`config.mk`:
```
export PLATFORM = sky130hd
export DESIGN_NAME = sd_cmd_engine
export DESIGN_NICKNAME = d
export VERILOG_FILES = /design/src/rtl/sdcmd_pkg.sv /design/src/rtl/sdcmd_crc7.sv /design/src/rtl/sdcmd_tx.sv /design/src/rtl/sdcmd_rx.sv /design/src/rtl/sd_cmd_engine.sv
export SDC_FILE = /design/constraint.sdc
export NUM_CORES = 1
export LEC_CHECK = 0
export BUFFER_PORTS_ARGS = -buffer_cell sky130_fd_sc_hd__clkbuf_2
export CORE_UTILIZATION = 45
export DETAILED_ROUTE_END_ITERATION = 16
export PLACE_DENSITY = 0.65
export SLEW_MARGIN = 20
export SYNTH_ARGS = -nofsm -noshare
export SYNTH_HDL_FRONTEND = slang
export SYNTH_SLANG_ARGS = --single-unit
```
`constraint.sdc`:
```
create_clock -name clk -period 3.45 [get_ports clk]
set_input_delay 0.69 -clock clk [delete_from_list [all_inputs] [get_ports clk]]
set_output_delay 0.69 -clock clk [all_outputs]
set_load 0.02 [all_outputs]
```
`src/rtl/sdcmd_pkg.sv`:
```
package sdcmd_pkg;
  localparam int TOK_BITS  = 48;
  localparam int LONG_BITS = 136;
  localparam int BODY_BITS = 40;
  localparam int DATA_W    = 128;

  typedef enum logic [1:0] {
    RSP_NONE  = 2'b00,
    RSP_SHORT = 2'b01,
    RSP_LONG  = 2'b10,
    RSP_ALT   = 2'b11
  } rsp_kind_e;

  // one serial step of x^7 + x^3 + 1
  function automatic logic [6:0] crc7_step(input logic [6:0] c, input logic b);
    logic fb;
    fb = b ^ c[6];
    return {c[5:3], c[2] ^ fb, c[1:0], fb};
  endfunction

  function automatic logic [TOK_BITS-1:0] build_token(input logic [5:0] idx,
                                                      input logic [31:0] arg);
    logic [BODY_BITS-1:0] body;
    logic [6:0] c;
    body = {2'b01, idx, arg};
    c = '0;
    for (int i = BODY_BITS - 1; i >= 0; i--) c = crc7_step(c, body[i]);
    return {body, c, 1'b1};
  endfunction
endpackage

```
`src/rtl/sdcmd_crc7.sv`:
```
module sdcmd_crc7
  import sdcmd_pkg::*;
(
  input  logic       clk,
  input  logic       rst_n,
  input  logic       clr,
  input  logic       en,
  input  logic       din,
  output logic [6:0] crc
);
  always_ff @(posedge clk) begin
    if (!rst_n || clr) crc <= '0;
    else if (en)       crc <= crc7_step(crc, din);
  end
endmodule

```
`src/rtl/sdcmd_tx.sv`:
```
module sdcmd_tx #(
  parameter int BITS = 48
) (
  input  logic            clk,
  input  logic            rst_n,
  input  logic            load,
  input  logic [BITS-1:0] token,
  output logic            line_o,
  output logic            line_oe,
  output logic            last
);
  localparam int CNT_W = $clog2(BITS);

  logic [BITS-1:0]  sreg;
  logic [CNT_W-1:0] cnt;
  logic             busy;

  always_ff @(posedge clk) begin
    if (!rst_n) begin
      sreg <= '0;
      cnt  <= '0;
      busy <= 1'b0;
    end else if (load) begin
      sreg <= token;
      cnt  <= '0;
      busy <= 1'b1;
    end else if (busy) begin
      sreg <= {sreg[BITS-2:0], 1'b1};
      cnt  <= cnt + 1'b1;
      if (last) busy <= 1'b0;
    end
  end

  assign line_o  = sreg[BITS-1];
  assign line_oe = busy;
  assign last    = busy && (cnt == CNT_W'(BITS - 1));
endmodule

```
`src/rtl/sdcmd_rx.sv`:
```
module sdcmd_rx
  import sdcmd_pkg::*;
#(
  parameter int TIMEOUT = 64
) (
  input  logic              clk,
  input  logic              rst_n,
  input  logic              start,
  input  logic              long_in,
  input  logic              line_i,
  output logic              fin,
  output logic [DATA_W-1:0] data,
  output logic              crc_err,
  output logic              frame_err,
  output logic              timeout
);
  localparam int WCNT_W = $clog2(TIMEOUT + 1);
  localparam int BCNT_W = $clog2(LONG_BITS);
  localparam int SR_W   = DATA_W - 1;

  typedef enum logic [1:0] {RX_OFF, RX_WAIT, RX_BITS} rx_st_e;

  rx_st_e            st;
  logic [WCNT_W-1:0] wcnt;
  logic [BCNT_W-1:0] bcnt;
  logic [SR_W-1:0]   sreg;
  logic              long_q;
  logic              dir_q;
  logic [6:0]        crc;
  logic              crc_en;
  logic              last_bit;
  logic [DATA_W-1:0] full;

  assign crc_en   = (st == RX_WAIT && !line_i) ||
                    (st == RX_BITS && bcnt < BCNT_W'(BODY_BITS));
  assign last_bit = (st == RX_BITS) &&
                    (bcnt == (long_q ? BCNT_W'(LONG_BITS - 1) : BCNT_W'(TOK_BITS - 1)));
  assign full     = {sreg, line_i};

  sdcmd_crc7 i_crc (
    .clk  (clk),
    .rst_n(rst_n),
    .clr  (start),
    .en   (crc_en),
    .din  (line_i),
    .crc  (crc)
  );

  always_ff @(posedge clk) begin
    if (!rst_n) begin
      st        <= RX_OFF;
      wcnt      <= '0;
      bcnt      <= '0;
      sreg      <= '0;
      long_q    <= 1'b0;
      dir_q     <= 1'b0;
      fin       <= 1'b0;
      data      <= '0;
      crc_err   <= 1'b0;
      frame_err <= 1'b0;
      timeout   <= 1'b0;
    end else begin
      fin <= 1'b0;
      unique case (st)
        RX_OFF: begin
          if (start) begin
            st     <= RX_WAIT;
            wcnt   <= '0;
            sreg   <= '0;
            long_q <= long_in;
          end
        end
        RX_WAIT: begin
          if (!line_i) begin
            st   <= RX_BITS;
            bcnt <= BCNT_W'(1);
            sreg <= {sreg[SR_W-2:0], line_i};
          end else if (wcnt == WCNT_W'(TIMEOUT - 1)) begin
            st        <= RX_OFF;
            fin       <= 1'b1;
            timeout   <= 1'b1;
            data      <= '0;
            crc_err   <= 1'b0;
            frame_err <= 1'b0;
          end else begin
            wcnt <= wcnt + 1'b1;
          end
        end
        RX_BITS: begin
          sreg <= {sreg[SR_W-2:0], line_i};
          bcnt <= bcnt + 1'b1;
          if (bcnt == BCNT_W'(1)) dir_q <= line_i;
          if (last_bit) begin
            st        <= RX_OFF;
            fin       <= 1'b1;
            timeout   <= 1'b0;
            data      <= long_q ? full : {{(DATA_W - TOK_BITS){1'b0}}, full[TOK_BITS-1:0]};
            frame_err <= !line_i || dir_q;
            crc_err   <= !long_q && (crc != full[7:1]);
          end
        end
        default: st <= RX_OFF;
      endcase
    end
  end
endmodule

```
`src/rtl/sd_cmd_engine.sv`:
```
module sd_cmd_engine
  import sdcmd_pkg::*;
#(
  parameter int TIMEOUT = 64
) (
  input  logic              clk,
  input  logic              rst_n,
  input  logic              cmd_valid,
  output logic              cmd_ready,
  input  logic [5:0]        cmd_index,
  input  logic [31:0]       cmd_arg,
  input  logic [1:0]        cmd_rsp_kind,
  output logic              rsp_valid,
  input  logic              rsp_ready,
  output logic [DATA_W-1:0] rsp_data,
  output logic              rsp_timeout,
  output logic              rsp_crc_err,
  output logic              rsp_frame_err,
  output logic              cmd_o,
  output logic              cmd_oe,
  input  logic              cmd_i
);
  typedef enum logic [1:0] {ST_IDLE, ST_SEND, ST_LISTEN, ST_HOLD} eng_st_e;

  eng_st_e   state;
  rsp_kind_e kind_q;
  logic      accept;
  logic      tx_o, tx_oe, tx_last;
  logic      rx_start, rx_fin;

  assign accept   = (state == ST_IDLE) && cmd_valid;
  assign rx_start = (state == ST_SEND) && tx_last && (kind_q != RSP_NONE);

  sdcmd_tx #(.BITS(TOK_BITS)) i_tx (
    .clk    (clk),
    .rst_n  (rst_n),
    .load   (accept),
    .token  (build_token(cmd_index, cmd_arg)),
    .line_o (tx_o),
    .line_oe(tx_oe),
    .last   (tx_last)
  );

  sdcmd_rx #(.TIMEOUT(TIMEOUT)) i_rx (
    .clk      (clk),
    .rst_n    (rst_n),
    .start    (rx_start),
    .long_in  (kind_q == RSP_LONG),
    .line_i   (cmd_i),
    .fin      (rx_fin),
    .data     (rsp_data),
    .crc_err  (rsp_crc_err),
    .frame_err(rsp_frame_err),
    .timeout  (rsp_timeout)
  );

  always_ff @(posedge clk) begin
    if (!rst_n) begin
      state  <= ST_IDLE;
      kind_q <= RSP_NONE;
    end else begin
      unique case (state)
        ST_IDLE: if (accept) begin
          state  <= ST_SEND;
          kind_q <= rsp_kind_e'(cmd_rsp_kind);
        end
        ST_SEND:   if (tx_last) state <= (kind_q == RSP_NONE) ? ST_IDLE : ST_LISTEN;
        ST_LISTEN: if (rx_fin) state <= ST_HOLD;
        ST_HOLD:   if (rsp_ready) state <= ST_IDLE;
        default:   state <= ST_IDLE;
      endcase
    end
  end

  assign cmd_ready = (state == ST_IDLE);
  assign rsp_valid = (state == ST_HOLD);
  assign cmd_oe    = tx_oe;
  assign cmd_o     = tx_oe ? tx_o : 1'b1;

  assert_start_bit_R1: assert property (@(posedge clk) disable iff (!rst_n)
    $rose(cmd_oe) |-> !cmd_o);
  assert_end_bit_R1: assert property (@(posedge clk) disable iff (!rst_n)
    $fell(cmd_oe) |-> $past(cmd_o));
  assert_dir_bit_R2: assert property (@(posedge clk) disable iff (!rst_n)
    $rose(cmd_oe) |=> cmd_o);
  assert_timeout_clean_R5: assert property (@(posedge clk) disable iff (!rst_n)
    rsp_valid && rsp_timeout |-> (rsp_data == '0) && !rsp_crc_err && !rsp_frame_err);
  assert_long_no_crc_R7: assert property (@(posedge clk) disable iff (!rst_n)
    rsp_valid && (kind_q == RSP_LONG) |-> !rsp_crc_err);
  assert_hold_stable_R9: assert property (@(posedge clk) disable iff (!rst_n)
    rsp_valid && !rsp_ready |=> rsp_valid && $stable(rsp_data) &&
                                $stable(rsp_crc_err) && $stable(rsp_frame_err) &&
                                $stable(rsp_timeout));
  assert_exclusive_R10: assert property (@(posedge clk) disable iff (!rst_n)
    $onehot0({cmd_ready, cmd_oe, rsp_valid}));
endmodule

```
* Word-level counts from Yosys, hierarchy flattened
Cells that the tools add are included.
** Word-level totals
- Memories kept :: 0
- Output and inout bits :: 135
- Bits in writable memories :: 0
- Bits in registers :: 344
- Input port bits :: 45
- Latch bits :: 0
- Memory bits (read-only) :: 0
- Logic and storage cells :: 196
** Operators by class
- $mul :: 0
- Eq/ne operators :: 22
- Reduce and logical (&&, ||, !) cells :: 32
- Divide/modulo/power cells :: 0
- Bitwise gates (word level) :: 74
- Magnitude comparators :: 1
- Shift-type cells :: 0
- $add $sub $neg :: 3
- Multiplexer cells :: 46
** Operators by type and width (number)
- 2-to-1 mux 128 bit :: 4
- one-hot mux 127 bit (3 select lines) :: 1
- one-hot mux 128 bit (2 select lines) :: 1
- 2-to-1 mux 127 bit :: 2
- 2-to-1 mux 47 bit :: 2
- bitwise XOR 1 bit :: 71
- 2-to-1 mux 7 bit :: 3
- 2-to-1 mux 2 bit :: 9
- 2-to-1 mux 8 bit :: 2
- one-hot mux 8 bit (2 select lines) :: 1
- 2-to-1 mux 1 bit :: 14
- one-hot mux 7 bit (2 select lines) :: 1
- != test 2 bit, second input constant :: 6
- AND reduction 4 bit :: 3
- adder 8 x 1 -> 8 bit, second input constant :: 1
- == test 2 bit, second input constant :: 4
- == test 8 x 1 -> 1 bit, second input constant :: 1
- == test 8 bit :: 1
- logical AND 1 bit :: 8
- < comparator 8 x 6 -> 1 bit, second input constant :: 1
- != test 2 x 1 -> 1 bit, second input constant :: 4
- one-hot mux 1 bit (2 select lines) :: 4
- one-hot mux 2 bit (4 select lines) :: 1
- AND reduction 2 bit :: 4
- other kinds (16) :: 29

* Logic depth before layout (Yosys ltp)
- Depth in word-level cells :: 19
- Gate-level depth with buffers :: 11
- Mapped depth without buffers :: 8

* Cells and area by module
From an unflattened synthesis, not the netlist that was laid out.
** Unflattened totals
- Cells, all modules :: 1672
- Area total of the unflattened synthesis :: 14746.6 sq um
** By module, submodules not included
- sdcmd_rx :: area each 10881.7 sq um, cells an instance 1303, times used 1
- sdcmd_tx :: area each 2506.2 sq um, cells an instance 247, times used 1
- sd_cmd_engine :: area each 1061.0 sq um, cells an instance 94, times used 1
- sdcmd_crc7 :: area each 297.8 sq um, cells an instance 28, times used 1

* Least setup slack after synthesis
Ideal clock, no wire load.
- Path type :: input to register
- Start :: input cmd_arg[26]
- End :: register i_tx.sreg[4]
- Setup slack :: 897 ps
- Cell stages on the path :: 7
- Arrival :: 2433 ps
- Library setup time :: 119 ps
- Cells stage by stage :: xnor3_2 xnor2_2 xnor2_2 xnor3_2 xnor2_1 and3_1 nor3_1
** On the way
- Longest elaborated chain between the ends :: 13
- Elaborated cells between the ends (all ways) :: 29
- Classes of those cells :: mux: 1; bitwise: 28
** Ends and longest elaborated chain
- from (decl) :: line sd_cmd_engine.sv:11 : input logic [31:0] cmd_arg,
- bitwise XOR 1 bit * :: line sdcmd_pkg.sv:17 : fb = b ^ c[6];
- bitwise XOR 1 bit :: line sdcmd_pkg.sv:18 : return {c[5:3], c[2] ^ fb, c[1:0], fb};
- bitwise XOR 1 bit :: line sdcmd_pkg.sv:17
- bitwise XOR 1 bit :: line sdcmd_pkg.sv:18
- bitwise XOR 1 bit :: line sdcmd_pkg.sv:17
- bitwise XOR 1 bit :: line sdcmd_pkg.sv:18
- bitwise XOR 1 bit :: line sdcmd_pkg.sv:17
- bitwise XOR 1 bit :: line sdcmd_pkg.sv:18
- bitwise XOR 1 bit :: line sdcmd_pkg.sv:17
- bitwise XOR 1 bit :: line sdcmd_pkg.sv:18
- bitwise XOR 1 bit :: line sdcmd_pkg.sv:17
- bitwise XOR 1 bit * :: line sdcmd_pkg.sv:18
- 2-to-1 mux 47 bit * :: line sdcmd_tx.sv:23 : end else if (load) begin
- to (signal assigned) :: line sdcmd_tx.sv:24 : sreg <= token;
- to (signal assigned) :: line sdcmd_tx.sv:28 : sreg <= {sreg[BITS-2:0], 1'b1};
- to (decl) :: line sdcmd_tx.sv:14 : logic [BITS-1:0] sreg;
Mark *: on every way between the ends. The rest lies on a longest branch, timed or not.
A chain may end at the register's enable or synchronous reset.

* Worst setup path after layout
- Start :: register i_rx.st[0]
- End :: register i_rx.sreg[59]
** On the way
- Longest elaborated chain between the ends :: 3
- Elaborated cells between the ends (all ways) :: 8
- Classes of those cells :: eq/ne: 4; mux: 1; reduce/logical: 3
** Ends and longest elaborated chain
- from (decl) :: line sdcmd_rx.sv:23 : rx_st_e st;
- from (signal assigned) :: line sdcmd_rx.sv:51 : st <= RX_OFF;
- from (signal assigned) :: line sdcmd_rx.sv:67 : st <= RX_WAIT;
- from (signal assigned) :: line sdcmd_rx.sv:75 : st <= RX_BITS;
- == test 2 x 1 -> 1 bit, or another cell as far along :: line sdcmd_rx.sv:64 : unique case (st)
- != test 2 bit (no source line) / nonzero test 3 bit (equally long branches)
- AND reduction 3 bit (no source line)
- to (signal assigned) :: line sdcmd_rx.sv:77 : sreg <= {sreg[SR_W-2:0], line_i};
- to (signal assigned) :: line sdcmd_rx.sv:90 : sreg <= {sreg[SR_W-2:0], line_i};
- to (decl) :: line sdcmd_rx.sv:26 : logic [SR_W-1:0] sreg;
Parallel ways exist; a longest one is shown, timed or not.

==> flow_summary.ini <==
[status]
status = finished clean

[die]
die-area_um2 = 33000
rows = 65
die_h_um = 182
initial_core_util = 0.459
fp.dieW_um = 182
io_pins = 180
core_area_um2 = 31600

[synth]
ys.flop_type = dfxtp_1
syn_avg_cell_area_um2 = 9.10
syn_nets = 1648
yosys.area.top_type = dfxtp_1
synth_area_leaders = dfxtp_1, a21boi_0, nand3_1
yosysWarningCount = 0
synth_area_um2 = 14500
yosysTopAreaCellShare = 0.474
yosysSeqAreaShare = 0.474
yosysUniqueCellTypes = 53
syn_inst = 1596
async_reset_ff_frac = 0
synth_edf_count = 0
ys_top_cells_by_count = dfxtp_1, nand2_1, nand3_1, a21boi_0, clkbuf_1
synth_seq_cells = 344
synth_most_common_cell = dfxtp_1

[cts]
cts.sinks = 344
postCtsHoldBufs = 0
clk_latency_ns = 0.51
cts_buffers = 37
cts_root_buf = clkbuf_16
htreeDepth = 2
clock_path_buffers = 3
post_cts_buffers = 0
cts_tree = yes
clk_pin_slew_ns = 0.06
post_cts_resized = 0

[timing]
finClkSkew_ns = 0.0126
hold_violations = 0
max_freq_mhz = 352
max_slew_margin = 0.409
rsz0062_at_grt = no
min_period_over_period = 0.824
setup_slack_ns = 0.607
final-setup-viol-count = 0
setup_tns_ns = 0
slew_viol_final = 0
worstMarginPinSlew_ns = 0.886
min_period_ns = 2.84

[cells_and_area]
n_antenna_cell = 0
drive_gt1_frac = 0.165
utilization = 0.534
final_nets = 1748
nFillCells = 2977
syn_to_final_growth_pct = 16.3
design_area_um2 = 16900

[placement]
dp_hpwl_mm = 19.3
placed_area_um2 = 15700
routabilityCongestion = 0.810
place_ws_ns = 0.607
place.port_buffers = 179

[power]
power.share.sequential = 0.444
max-vdd-ir-drop_v = 0.000404
p_total_uw = 9230
swShare = 0.247
powerDensity_nw_per_um2 = 546
intPower_uw = 6950
switchingPower_uw = 2280
pwr-share-clk = 0.421
p_leak_uw = 0.00650
pwr-share-comb = 0.135

[global_routing]
track_usage = 0.193
grt_pass1_vias = 10768
grt_max_degree = 132
grt_overflow = 0
grt_first_pass_wirelength_mm = 53.8
antenna_found_initial = 0

[setup_path]
cp_data_required_time_ns = 3.87
critPathCaptureType = flip-flop
startpoint_type = flip-flop
worstPathMaxFanout = 35
arrival_ns = 3.26
r2r_cells = 8
critPathKind = reg -> reg

[routing]
dr_total_vias = 11400
avgViaCountPerCell = 5.36
wire_per_inst_um = 15.0
ant_nets = 0
drtIter0Drc = 620
wirelength_mm = 32.0
firstDrtPassIters = 5
drcViolationCount = 0

[job]
cap_violations = 0

[worst_hold_path]
hold_path_class = in -> reg
min_path_cells = 3
[cell type report]
type	count	area [µm²]	share of cell area
Inverter	5	18.8	0.00111
Tap cell	402	503	0.0298
Clock buffer	53	1070	0.0631
Sequential cell	344	6890	0.408
Timing Repair Buffer	197	1150	0.0681
Multi-Input combinational cell	1111	7140	0.423
Clock inverter	13	129	0.00763
[sequential cells by signal, indices dropped and copies added (netlist names), 2 cells and up, named ones only]
signal,count
i_rx.data,128
i_rx.sreg,127
i_tx.sreg,48
i_rx.bcnt,8
i_rx.i_crc.crc,7
i_rx.wcnt,7
i_tx.cnt,6
i_rx.st,2
kind_q,2
[cells by family after synthesis]
family	share of synthesized area
compound gates	0.184
xor+xnor	0.0654
fa+ha+maj	0.00603
buf+inv	0.0381
flops	0.474
mux	0.0391
simple gates	0.193
[stage by stage]
| stage | hold slack (ns) | instances |
|---|---|---|
| after floorplan | 0.441 | 1596 |
| after global placement | 0.446 | 2059 |
| after detailed placement | 0.450 | 2059 |
| after CTS | 0.417 | 2125 |
| after global routing | 0.426 | 2125 |
| final | 0.434 | 2125 |
[metal layers]
layer / track usage / wire length, µm / vias up
li1: - / - / 5705
met1: 0.270 / 15700 / 5414
met2: 0.309 / 14200 / 232
met3: 0.0305 / 1440 / 49
met4: 0.0529 / 614 / 0
met5: 0 / 0 / -
[path summary, 6_finish.rpt]
check,start,end,slack [ns]
setup reg to reg,i_rx.st[0]$_SDFFE_PN0P_,i_rx.sreg[59]$_SDFFE_PN0P_,0.61
hold reg to reg,i_rx.crc_err$_SDFFE_PN0P_,i_rx.crc_err$_SDFFE_PN0P_,0.46
hold / removal,cmd_rsp_kind[0],kind_q[0]$_SDFFE_PN0P_,0.43
setup / recovery,i_rx.st[0]$_SDFFE_PN0P_,i_rx.sreg[59]$_SDFFE_PN0P_,0.61
[power by group through the flow]
stage | clock network (µW) | logic [µW] | registers (µW)
2_1_floorplan | 0 | 1010 | 4170
3_3_place_gp | 0 | 1240 | 4180
3_5_place_dp | 0 | 1250 | 4180
4_1_cts | 4000 | 1250 | 4090
5_1_grt | 4160 | 1360 | 4100
6_report | 3890 | 1240 | 4090
[critical path: stages (launching register included)]
cell	delay (ns)
dfxtp_1	0.32
inv_1	0.08
ha_1	0.38
inv_1	0.17
o21ai_1	0.61
o21a_4	0.55
buf_4	0.34
nand3_1	0.10
a21boi_0	0.19
[cell usage in the layout, fill, tap and decap left out, types with 3 or more instances in the layout]
cell         n
mux2i_1     50
o211a_1     40
clkbuf_8     8
inv_1        5
inv_6        3
nand2_1    273
mux2_2       6
clkinv_2     7
clkbuf_16   37
a21boi_0   211
a22oi_1     48
o21ai_0     17
o21ai_1      3
xnor3_1      6
and2_2       3
xor2_1      25
ha_1         7
buf_12       9
and2_1       7
nor3_1       6
clkbuf_1     8
buf_4        9
clkbuf_2   178
xnor2_1     41
a21boi_1     7
nor2b_1     57
nand4_1      4
dfxtp_1    343
or4_1        3
nor2_1      24
nand3_1    218
a21oi_1     11
xnor2_2      8
and3_1       3
(Power assumes the default switching activity.)
